===== config.mk =====
export PLATFORM = sky130hd
export DESIGN_NAME = msi_cap_unit
export DESIGN_NICKNAME = d
export VERILOG_FILES = /design/src/rtl/msi_cap_pkg.sv /design/src/rtl/msi_cap_regs.sv /design/src/rtl/msi_vec_queue.sv /design/src/rtl/msi_msg_out.sv /design/src/rtl/msi_cap_unit.sv
export SDC_FILE = /design/constraint.sdc
export NUM_CORES = 1
export LEC_CHECK = 0
export BUFFER_PORTS_ARGS = -buffer_cell sky130_fd_sc_hd__buf_2
export CAP_MARGIN = 25
export CORE_MARGIN = 2
export CORE_UTILIZATION = 46
export CTS_CLUSTER_DIAMETER = 80
export DETAILED_ROUTE_END_ITERATION = 10
export GPL_TIMING_DRIVEN = 1
export PLACE_DENSITY = 0.71
export SYNTH_ARGS = -nofsm -noshare
export SYNTH_HDL_FRONTEND = slang
export SYNTH_HIERARCHICAL = 1
export SYNTH_SLANG_ARGS = --single-unit

===== constraint.sdc =====
create_clock -name clk -period 2.1 [get_ports clk]
set_clock_uncertainty 0.1 [all_clocks]
set_input_delay 0.315 -clock clk [delete_from_list [all_inputs] [get_ports clk]]
set_output_delay 0.315 -clock clk [all_outputs]
set_load 0.03 [all_outputs]

===== src/rtl/msi_cap_pkg.sv =====
package msi_cap_pkg;

    localparam logic [7:0] CAP_ID_MSI = 8'h05;

    typedef struct packed {
        logic        valid;
        logic [63:0] addr;
        logic [31:0] data;
    } msg_t;

    // Replace the low cnt_log2 bits of the data word by the vector number.
    function automatic logic [31:0] fold_vector(input logic [15:0] base,
                                                input logic [2:0]  cnt_log2,
                                                input logic [4:0]  vec);
        logic [16:0] span;
        logic [15:0] keep;
        span = (17'd1 << cnt_log2) - 17'd1;
        keep = span[15:0];
        return {16'h0000, (base & ~keep) | ({11'd0, vec} & keep)};
    endfunction

endpackage


===== src/rtl/msi_cap_regs.sv =====
module msi_cap_regs #(
    parameter int          NUM_VEC  = 8,
    parameter bit          ADDR64   = 1'b1,
    parameter logic [7:0]  NEXT_PTR = 8'h00
) (
    input  logic               clk,
    input  logic               rst_n,
    input  logic               cfg_wr,
    input  logic [2:0]         cfg_dw,
    input  logic [3:0]         cfg_be,
    input  logic [31:0]        cfg_wdata,
    output logic [31:0]        cfg_rdata,
    input  logic               irq_valid,
    input  logic [4:0]         irq_vec,
    input  logic               irq_level,
    output logic               en_o,
    output logic [2:0]         mme_o,
    output logic [63:0]        addr_o,
    output logic [15:0]        data_o,
    output logic [NUM_VEC-1:0] add_o
);
    import msi_cap_pkg::*;

    localparam logic [2:0] DW_CTRL    = 3'd0;
    localparam logic [2:0] DW_ADDR_LO = 3'd1;
    localparam logic [2:0] DW_ADDR_HI = 3'd2;
    localparam logic [2:0] DW_DATA    = ADDR64 ? 3'd3 : 3'd2;
    localparam logic [2:0] DW_MASK    = ADDR64 ? 3'd4 : 3'd3;
    localparam logic [2:0] DW_PEND    = ADDR64 ? 3'd5 : 3'd4;
    localparam logic [2:0] MMC        = 3'($clog2(NUM_VEC));
    localparam logic       IS64       = ADDR64;

    typedef struct packed {
        logic               en;
        logic [2:0]         mme;
        logic [31:0]        alo;
        logic [31:0]        ahi;
        logic [15:0]        data;
        logic [NUM_VEC-1:0] mask;
        logic [NUM_VEC-1:0] pend;
    } st_t;

    st_t                st_d, st_q;
    logic [NUM_VEC-1:0] add_d;
    logic               irq_hit;

    assign irq_hit = irq_valid && irq_level && st_q.en;

    always_comb begin
        st_d  = st_q;
        add_d = '0;
        if (cfg_wr) begin
            if (cfg_dw == DW_CTRL && cfg_be[2]) begin
                st_d.en  = cfg_wdata[16];
                st_d.mme = cfg_wdata[22:20];
            end
            if (cfg_dw == DW_ADDR_LO) begin
                for (int b = 0; b < 4; b++)
                    if (cfg_be[b]) st_d.alo[8*b +: 8] = cfg_wdata[8*b +: 8];
            end
            if (IS64 && cfg_dw == DW_ADDR_HI) begin
                for (int b = 0; b < 4; b++)
                    if (cfg_be[b]) st_d.ahi[8*b +: 8] = cfg_wdata[8*b +: 8];
            end
            if (cfg_dw == DW_DATA) begin
                for (int b = 0; b < 2; b++)
                    if (cfg_be[b]) st_d.data[8*b +: 8] = cfg_wdata[8*b +: 8];
            end
            if (cfg_dw == DW_MASK) begin
                for (int i = 0; i < NUM_VEC; i++) begin
                    if (cfg_be[i/8]) begin
                        st_d.mask[i] = cfg_wdata[i];
                        if (st_q.en && st_q.mask[i] && !cfg_wdata[i] && st_q.pend[i]) begin
                            add_d[i]     = 1'b1;
                            st_d.pend[i] = 1'b0;
                        end
                    end
                end
            end
        end
        if (irq_hit) begin
            for (int i = 0; i < NUM_VEC; i++) begin
                if (irq_vec == 5'(i)) begin
                    if (st_q.mask[i]) begin
                        st_d.pend[i] = 1'b1;
                    end else begin
                        st_d.pend[i] = 1'b0;
                        add_d[i]     = 1'b1;
                    end
                end
            end
        end
    end

    always_ff @(posedge clk or negedge rst_n) begin
        if (!rst_n) st_q <= '0;
        else        st_q <= st_d;
    end

    always_comb begin
        cfg_rdata = '0;
        if (cfg_dw == DW_CTRL)
            cfg_rdata = {8'h01, IS64, st_q.mme, MMC, st_q.en, NEXT_PTR, CAP_ID_MSI};
        else if (cfg_dw == DW_ADDR_LO)
            cfg_rdata = st_q.alo;
        else if (IS64 && cfg_dw == DW_ADDR_HI)
            cfg_rdata = st_q.ahi;
        else if (cfg_dw == DW_DATA)
            cfg_rdata = {16'h0000, st_q.data};
        else if (cfg_dw == DW_MASK)
            cfg_rdata = 32'(st_q.mask);
        else if (cfg_dw == DW_PEND)
            cfg_rdata = 32'(st_q.pend);
    end

    assign en_o   = st_q.en;
    assign mme_o  = st_q.mme;
    assign addr_o = IS64 ? {st_q.ahi, st_q.alo} : {32'h0, st_q.alo};
    assign data_o = st_q.data;
    assign add_o  = add_d;

    AST_PEND_SET_BY_IRQ: assert property (@(posedge clk) disable iff (!rst_n)
        !(irq_valid && irq_level) |=> ((st_q.pend & ~$past(st_q.pend)) == '0));
    AST_PEND_CLR_SRC: assert property (@(posedge clk) disable iff (!rst_n)
        (!irq_valid && !cfg_wr) |=> ((~st_q.pend & $past(st_q.pend)) == '0));

endmodule


===== src/rtl/msi_vec_queue.sv =====
module msi_vec_queue #(
    parameter int NUM_VEC = 8
) (
    input  logic               clk,
    input  logic               rst_n,
    input  logic               en_i,
    input  logic [NUM_VEC-1:0] add_i,
    input  logic               take_i,
    output logic               head_valid_o,
    output logic [4:0]         head_idx_o
);
    typedef struct packed {
        logic [NUM_VEC-1:0] bits;
    } st_t;

    st_t                st_d, st_q;
    logic [NUM_VEC:0]   seen;
    logic [NUM_VEC-1:0] first;

    assign seen[0] = 1'b0;
    for (genvar g = 0; g < NUM_VEC; g++) begin : g_pick
        assign first[g]  = st_q.bits[g] & ~seen[g];
        assign seen[g+1] = seen[g] | st_q.bits[g];
    end

    always_comb begin
        head_idx_o = '0;
        for (int i = 0; i < NUM_VEC; i++)
            if (first[i]) head_idx_o = head_idx_o | 5'(i);
    end
    assign head_valid_o = seen[NUM_VEC];

    always_comb begin
        st_d = st_q;
        if (!en_i) st_d.bits = '0;
        else       st_d.bits = (st_q.bits & ~(take_i ? first : '0)) | add_i;
    end

    always_ff @(posedge clk or negedge rst_n) begin
        if (!rst_n) st_q <= '0;
        else        st_q <= st_d;
    end

    AST_TAKE_HAS_HEAD: assert property (@(posedge clk) disable iff (!rst_n)
        take_i |-> head_valid_o);

endmodule


===== src/rtl/msi_msg_out.sv =====
module msi_msg_out (
    input  logic        clk,
    input  logic        rst_n,
    input  logic        en_i,
    input  logic        head_valid_i,
    input  logic [4:0]  head_idx_i,
    input  logic [63:0] addr_i,
    input  logic [15:0] data_i,
    input  logic [2:0]  mme_i,
    output logic        take_o,
    output logic        msg_valid,
    input  logic        msg_ready,
    output logic [63:0] msg_addr,
    output logic [31:0] msg_data
);
    import msi_cap_pkg::*;

    msg_t st_d, st_q;
    logic free;

    assign free   = !st_q.valid || msg_ready;
    assign take_o = free && en_i && head_valid_i;

    always_comb begin
        st_d = st_q;
        if (free) begin
            st_d.valid = take_o;
            if (take_o) begin
                st_d.addr = addr_i;
                st_d.data = fold_vector(data_i, mme_i, head_idx_i);
            end
        end
    end

    always_ff @(posedge clk or negedge rst_n) begin
        if (!rst_n) st_q <= '0;
        else        st_q <= st_d;
    end

    assign msg_valid = st_q.valid;
    assign msg_addr  = st_q.addr;
    assign msg_data  = st_q.data;

    AST_HOLD_PAYLOAD: assert property (@(posedge clk) disable iff (!rst_n)
        (msg_valid && !msg_ready) |=> (msg_valid && $stable(msg_addr) && $stable(msg_data)));
    AST_IDLE_WHEN_OFF: assert property (@(posedge clk) disable iff (!rst_n)
        (!en_i && !msg_valid) |=> !msg_valid);

endmodule


===== src/rtl/msi_cap_unit.sv =====
module msi_cap_unit #(
    parameter int         NUM_VEC  = 8,
    parameter bit         ADDR64   = 1'b1,
    parameter logic [7:0] NEXT_PTR = 8'h00
) (
    input  logic        clk,
    input  logic        rst_n,
    input  logic        cfg_wr,
    input  logic [2:0]  cfg_dw,
    input  logic [3:0]  cfg_be,
    input  logic [31:0] cfg_wdata,
    output logic [31:0] cfg_rdata,
    input  logic        irq_valid,
    input  logic [4:0]  irq_vec,
    input  logic        irq_level,
    output logic        msg_valid,
    input  logic        msg_ready,
    output logic [63:0] msg_addr,
    output logic [31:0] msg_data
);
    logic               en;
    logic [2:0]         mme;
    logic [63:0]        addr;
    logic [15:0]        data;
    logic [NUM_VEC-1:0] add;
    logic               take;
    logic               head_valid;
    logic [4:0]         head_idx;

    msi_cap_regs #(.NUM_VEC(NUM_VEC), .ADDR64(ADDR64), .NEXT_PTR(NEXT_PTR)) u_regs (
        .clk(clk), .rst_n(rst_n),
        .cfg_wr(cfg_wr), .cfg_dw(cfg_dw), .cfg_be(cfg_be),
        .cfg_wdata(cfg_wdata), .cfg_rdata(cfg_rdata),
        .irq_valid(irq_valid), .irq_vec(irq_vec), .irq_level(irq_level),
        .en_o(en), .mme_o(mme), .addr_o(addr), .data_o(data), .add_o(add)
    );

    msi_vec_queue #(.NUM_VEC(NUM_VEC)) u_queue (
        .clk(clk), .rst_n(rst_n), .en_i(en), .add_i(add), .take_i(take),
        .head_valid_o(head_valid), .head_idx_o(head_idx)
    );

    msi_msg_out u_out (
        .clk(clk), .rst_n(rst_n), .en_i(en),
        .head_valid_i(head_valid), .head_idx_i(head_idx),
        .addr_i(addr), .data_i(data), .mme_i(mme),
        .take_o(take), .msg_valid(msg_valid), .msg_ready(msg_ready),
        .msg_addr(msg_addr), .msg_data(msg_data)
    );

endmodule


==> summary.txt, run 1 <==
Pwr
  • Switching Share: 0.322
  • Part of the power in combinational logic: 0.219
  • Clock power share: 0.312
  • Seq pwr share: 0.469
  • Switching pwr: 0.00321 W
  • Pleak: about 5.7 nW
  • Int Pwr: ~0.0067 W
  • Peak supply drop: 0.597 mV
  • Tot Pwr: 0.00994 W
  • Pwr dens: roughly 910 nW/um^2

Global routing
  • First-pass GRT wire length: about 37000 microns
  • Global-route usage over all layers: 0.218
  • Initial antenna violation count: 1
  • Largest net degree at the start of global routing: just under 60
  • Congestion Overflow GR: 0
  • Vias in the first global route: ~7000

Synth
  • Netlist cell types: 64
  • Mapped cell area: 9470 sq um
  • Ys async rst share: 1.00
  • Sequential fraction of the synthesis area: 0.499
  • Top_reg_cell synth: dfrtp_1
  • Avg Cell Area, Syn: 10.4 sq um
  • Synth top area cells: dfrtp_1 (50%), mux2_2 (12%), nand2_1 (9.1%), buf_4 (8.6%), mux2i_1 (2.6%)
  • Post-synth EDFFs: 0
  • Ys Warns: 6
  • Yosys top cell by area: dfrtp_1
  • Synth Instances: slightly above 900
  • Yosys reg bits: 189
  • Share of the synthesized area in the top cell type: 0.499

Worst hold path
  • HP Class: in -> reg
  • Hold EP: u_regs/addr_o[63]
  • Hold path depth: 2
  • Worst hold start: cfg_wdata[31]

Floorplanning
  • Core box area: 20200 sq um
  • DIE AREA: 21800 sq um
  • Top-Level Pins: 179
  • # rows: 52
  • Die H: about 150 microns
  • Die W: about 150 microns
  • Starting Density: 0.468

Critical path
  • Worst setup SP type: flop
  • Critical path required time: between 1.5 and 2 ns
  • R2R Path End: u_out/msg_data[2]
  • Reg2reg start: u_regs/mme_o[2]
  • Worst R2R Setup Slack: approximately 0.08 ns
  • R2R depth: 6
  • CP Max Fanout: 8
  • CP arrival: roughly 1.6 ns
  • Crit path kind: reg -> out
  • Crit. End Element: output pin

Clock tree
  • Clk sinks: 189
  • Longest Clk Path Bufs: 2
  • CTS Buf Count: 17
  • Skew-Pair Late Insertion Delay: ~0.43 ns
  • Clock input transition at the sequential cells of the worst setup and hold paths: ~0.080 ns
  • CTS tree: done
  • H-tree Lvls: 4
  • Root buf cell: clkbuf_16

STA
  • Final Cycle Share: 0.980
  • Minimum clock period: just over 2 ns
  • Worst setup margin: 0.0428 ns
  • Final Hold Vio Count: 0
  • Fmax: ~0.49 GHz
  • Worst-Margin Slew: around 0.57 ns
  • Max Slew Vio Count: 0
  • Final setup violation count: 0
  • Rel. slew slack: 0.617
  • Unrepaired setup endpoints after global routing: yes

Drt
  • # DRC: 0
  • Antenna viol nets, final: 0
  • Vias: about 7000
  • Via density: between 5 and 6
  • Router iterations before antenna repair: 5
  • Routed wire per std cell: between 15 and 20 microns
  • 1st-iter DRT viols: about 370
  • WL final: about 23000 microns

Finish
  • FILL cells: ~1800
  • Footprint of the multi-input gates: 3780 sq um
  • Final #Nets: 1087
  • Sequential cell area: 4730 sq um
  • Layout area overhead: 15.5%
  • Share of layout cells above drive strength 1: 0.374

Run
  • Total of max-cap violations: 0

Place
  • GPL Wtd Cong: slightly below 0.9
  • Hpwl dp: 17000 microns
  • Port Buffers: roughly 160
  • Pre-CTS worst setup slack: just over 0.09 ns

Status
  • Status: completed
[layer usage]
| metal | track usage | vias up | part of all wire |
|---|---|---|---|
| met5 | 0 | - | 0 |
| met3 | 0.0441 | 20 | 0.049 |
| li1 | - | 3215 | - |
| met2 | 0.353 | 232 | 0.48 |
| met4 | 0.0587 | 0 | 0.012 |
| met1 | 0.302 | 3397 | 0.46 |
[power by group through the flow]
stage | Combinational [W] | Sequential, W | Clock, W
after floorplan | 0.00172 | 0.00486 | 0
after detailed placement | 0.00214 | 0.00474 | 0
after global placement | 0.00209 | 0.00472 | 0
after global routing | 0.00236 | 0.00475 | 0.00332
final | 0.00218 | 0.00467 | 0.00310
after CTS | 0.00216 | 0.00467 | 0.00316
[worst max-delay path: stages (launching register included)]
cell and delay [ns]:
dfrtp_1 0.36, buf_4 0.17, mux2i_1 0.08, or2_2 0.29, a21oi_2 0.16, buf_6 0.16
[cell usage after synthesis (all sizes together) (2+ instances only)]
cell     number
nor3b         3
a22oi        22
nor2b         6
a22o          6
o21a          3
nor3          5
o41ai         4
conb          2
or2           5
a21o          5
a21oi        15
mux2        105
o2bb2ai       3
inv          16
nor2         41
o21ai        19
a32o          2
or3           4
nand4b        5
mux2i        25
clkbuf       11
nand3b        5
nand2       230
o22ai         6
nor4          8
a211o         2
nand2b        9
buf         130
nand3         6
ha            2
dfrtp       189
[flip-flops by register name, summed over array words and instances (netlist names)]
name	flops
u_out/msg_data	16
u_out/msg_valid	1
u_regs/st_q	16
u_regs/data_o	16
u_regs/addr_o	64
u_regs/en_o	1
u_regs/mme_o	3
u_out/msg_addr	64
u_queue/st_q	8
[metrics by stage]
step | cells | TNS [ns] | utilization | hold slack [ns] | instance area (sq um)
finish | 1319 | 0 | 0.541 | 0.0176 | 10900
global route | 1318 | -0.0654 | 0.540 | 0.0104 | 10900
CTS | 1315 | 0 | 0.538 | 0.00465 | 10900
detailed placement | 1282 | 0 | 0.509 | 0.239 | 10300
global placement | 1282 | 0 | 0.509 | 0.230 | 10300
floorplan | 929 | 0 | - | -0.0806 | 9530
[how the worst max path moves through the flow]
stage	start	endpoint	slack, ns	cells after the start
2_1_floorplan	cfg_dw[0]	cfg_rdata[0]	0.03	5
3_3_place_gp	cfg_dw[0]	cfg_rdata[7]	0.10	6
3_5_place_dp	cfg_dw[0]	cfg_rdata[7]	0.09	6
4_1_cts	u_regs/en_o	cfg_rdata[16]	0.002	4
5_1_grt	u_regs/mme_o[1]	cfg_rdata[21]	-0.05	5
6_report	u_regs/mme_o[1]	cfg_rdata[21]	0.04	5
[cells in the final DEF, fill, tap and decap left out, types with 6 or more instances in the layout]
master       n
nand2_1    230
dfrtp_1    187
buf_2      157
mux2_2      97
buf_4       56
nor2_1      34
mux2i_1     25
a22oi_1     22
conb_1      18
clkbuf_16   17
o21ai_0     17
inv_1       15
a21oi_1     13
buf_12      10
nand2b_1     9
mux2_4       8
nor2_2       7
a22o_1       6
o22ai_1      6
nor4_1       6
[cell type report]
cell class                      instances  share of cell area
Tap cell                              270              0.0309
Multi-Input combinational cell        583               0.345
Clock inverter                         14              0.0117
Clock buffer                           18              0.0402
Timing Repair Buffer                  228               0.133
Antenna cell                            1            0.000229
Inverter                               16             0.00549
Sequential cell                       189               0.433
[cells by family (layout without fill, tap and decap cells)]
family	count (synthesis)	count (layout)	share of synthesized area
mux	130	130	0.154
other cells	2	19	0.000793
buf+inv	157	276	0.110
flops	189	189	0.499
fa+ha+maj	2	2	0.00264
compound gates	95	95	0.0694
xor+xnor	2	2	0.00185
simple gates	336	336	0.161
[timing repair]
| action | CTS | global route |
|---|---|---|
| setup buffers | 0 | 3 |
| gates cloned | 0 | 0 |
| endpoints found under the hold margin | 49 | 0 |
| hold buffers | 1 | 0 |
| setup endpoints to repair | 4 | 10 |
| pin swaps | 0 | 0 |
| gates resized for setup | 5 | 5 |
Power figures use the tool's default switching activity.
==> run 2: changes to the inputs <==
CTS_CLUSTER_DIAMETER = not set   (was 80)
PLACE_DENSITY = 0.72   (was 0.71)
SYNTH_HIERARCHICAL = not set   (was 1)
==> run 2 against run 1 <==
The run now ends with setup timing left. Cell area shrank 2.9%. Critical path depth did not move. Synthesized area fell by 11%. Non-clock buffer count shrank 11. Sequential power is essentially flat. Global-route usage up 1.0 points. Total power hardly changed. Register-to-register slack got worse by 0.16 ns. Count of clock-buffer cells in the layout is 1 lower. Die area decreased by 10%. Critical path type is now reg -> reg. Critical endpoint is now u_out.msg_addr[1]. Highest routed layer is now met5.
==> summary.txt, run 2 <==
Finish
  • Final Non-Filler Cells: 1127 (-15%)
  • Final Util: 0.589 (+0.0486)
  • Sequential cell area: 4730 sq um (about the same)
  • Footprint of the multi-input gates: 3580 sq um (-5.3%)
  • Share of layout cells above drive strength 1: 0.468 (+0.0942)
  • Most frequent cells in the layout: dfrtp_1 (186), buf_2 (159), mux2_2 (132)
  • Most common cell after layout, fill and taps aside: dfrtp_1
  • FILL cells: 1500 (-18%)
  • Final #Nets: 935 (-14%)
  • Layout area overhead: 25.4%

STA
  • Minimum clock period: 2.18 ns (+0.122 ns)
  • Worst setup margin: -0.0789 ns (-0.122 ns)
  • Max Slew Vio Count: 0 (unchanged)
  • Worst-Margin Slew: 0.544 ns (-0.0304 ns)
  • Final Cycle Share: 1.04 (+0.0579)
  • Final Hold Vio Count: 0 (unchanged)
  • Unrepaired setup endpoints after global routing: yes
  • Fmax: 0.459 GHz (-5.6%)
  • Final setup violation count: 64 (+64)
  • Rel. slew slack: 0.637 (+0.0203)

Global routing
  • Congestion Overflow GR: 0 (unchanged)
  • First-pass GRT wire length: 34600 microns (-6.9%)
  • Largest net degree at the start of global routing: 60 (+1.7%)
  • Vias in the first global route: 6241 (-9.3%)
  • Initial antenna violation count: 5 (+4)
  • Global-route usage over all layers: 0.228 (+0.0102)

Synth
  • Sequential fraction of the synthesis area: 0.558 (+0.0590)
  • Share of the synthesized area in the top cell type: 0.558 (+0.0590)
  • Ys Warns: 0 (-6)
  • Mapped cell area: 8470 sq um (-11%)
  • Post-synth EDFFs: 0 (unchanged)
  • Synth top area cells: dfrtp_1 (56%), mux2_2 (18%), mux2_1 (4.4%), a22oi_1 (2.0%), nor2_1 (2.0%)
  • Yosys top cell by area: dfrtp_1
  • Synth top cells by count: dfrtp_1 (189), mux2_2 (136), nor2_1 (46)
  • Ys async rst share: 1.00 (unchanged)
  • Netlist cell types: 46 (-28%)
  • Yosys reg bits: 189 (unchanged)
  • Synth Instances: 681 (-25%)
  • Avg Cell Area, Syn: 12.4 sq um (+20%)
  • Most frequent cell after synthesis: dfrtp_1
  • Top_reg_cell synth: dfrtp_1

Drt
  • # DRC: 0 (unchanged)
  • 1st-iter DRT viols: 411 (+10%)
  • Router iterations before antenna repair: 4 (-1)
  • Routed wire per std cell: 19.4 microns (+10%)
  • Via density: 5.44 (+4.5%)
  • WL final: 21900 microns (-5.9%)
  • Antenna viol nets, final: 0 (unchanged)
  • Vias: 6127 (-11%)

Critical path
  • Crit. End Element: flop
  • Crit path kind: reg -> reg
  • Worst setup SP type: flop
  • Critical path required time: 2.33 ns (+0.65 ns)
  • CP max stage delay: 0.56 ns (+0.20 ns)
  • CP Max Fanout: 25 (+17)
  • CP Cell Sequence: or4_4 > o311ai_4 > buf_12 > buf_16 > mux2_2
  • Slowest cell on the critical path: or4_4
  • CP arrival: 2.41 ns (+0.77 ns)
  • CP delay by family, top: simple AND/OR/NAND/NOR gates
  • WP buf/inv: 2 (unchanged)

Pwr
  • Pwr dens: 936 nW/um^2 (+2.9%)
  • Peak supply drop: 0.655 mV (+9.6%)
  • Pleak: 5.40 nW (-5.1%)

Clock tree
  • Skew-Pair Late Insertion Delay: 0.44 ns (about the same)
  • Clk sinks: 189 (unchanged)
  • Longest Clk Path Bufs: 2 (unchanged)
  • CTS Buf Count: 17 (unchanged)
  • Clock input transition at the sequential cells of the worst setup and hold paths: 0.07 ns (about the same)
  • Root buf cell: clkbuf_16
  • H-tree Lvls: 4 (unchanged)
  • CTS tree: done

Place
  • Port Buffers: 162 (unchanged)
  • GPL Wtd Cong: 0.864 (-2.9%)
  • Hpwl dp: 15500 microns (-8.7%)
  • Inst Count DP: 1083 (-16%)

Floorplanning
  • Starting Density: 0.470 (+0.00185)
  • Core box area: 18000 sq um (-11%)
  • # rows: 49 (-5.8%)
  • Die H: 140 microns (-5.3%)
  • Die W: 140 microns (-5.3%)
  • Top-Level Pins: 179 (unchanged)
  • DIE AREA: 19500 sq um (-10%)

Status
  • Status: finished with violations
  • Failing checks: setup timing

Worst hold path
  • HP Class: in -> reg

Run
  • Total of max-cap violations: 0 (unchanged)
## run 2: where the power goes
part | internal (W) | switching [W] | total (W)
Clock | 0.00180 | 0.00152 | 0.00332
Sequential | 0.00419 | 0.000461 | 0.00465
Combinational | 0.000850 | 0.00111 | 0.00196
Total | 0.00684 | 0.00310 | 0.00994
## run 2: final cells by class
class	count	area share
clock inverter	15	0.0168
tap	229	0.0270
timing repair buffer	217	0.128
clock buffer	17	0.0401
multi-input combinational	444	0.337
sequential	189	0.446
inverter	15	0.00530
antenna	1	0.000236
## run 2: cells by family (layout without fill, tap and decap cells)
family,Yosys count,in the layout,share of synthesized area
compound gates,101,101,0.0784
fa+ha+maj,1,1,0.00148
buf+inv,63,264,0.0396
flops,189,189,0.558
mux,181,181,0.239
other cells,1,17,0.000443
simple gates,145,145,0.0829
## run 2: per-layer routing
metal	wire [microns]	GRT usage	vias up
met5	52	0	-
met3	1420	0.0530	44
li1	-	-	2816
met4	481	0.0847	8
met2	10300	0.359	193
met1	9600	0.310	3066
## run 2: final timing paths
path	from	to	slack (ns)	cells after the start
min in group asynchronous	rst_n	u_out.msg_data[13]	0.34	2
setup / recovery	u_queue.st_q[0]	u_out.msg_addr[1]	-0.08	5
setup reg to reg	u_queue.st_q[0]	u_out.msg_addr[1]	-0.08	5
max in group asynchronous	rst_n	u_out.msg_addr[27]	0.92	3
hold reg to reg	u_out.msg_data[3]	u_out.msg_data[3]	0.38	2
hold / removal	cfg_wdata[30]	u_regs.addr_o[30]	0.02	2
## run 2: through the flow
step           power, W  setup TNS [ns]  hold WS, ns  setup WS [ns]  area (sq um)
6_report        0.00994           -3.14       0.0173        -0.0789         10600
5_1_grt          0.0104           -6.13       0.0126         -0.120         10600
4_1_cts         0.00995           -3.12      0.00786        -0.0697         10500
3_5_place_dp    0.00661           -1.98        0.248        -0.0542          9850
3_3_place_gp    0.00654           -1.15        0.246        -0.0334          9850
2_1_floorplan   0.00589         -0.0115      -0.0806        -0.0115          8600
## run 2: what timing repair did
action                                  CTS  global route
hold buffers                              1             0
cloned                                    0             1
hold endpoints to repair                 53             0
buffers inserted                          2             7
gates resized for setup                   9            10
endpoints found under the setup margin   68            69
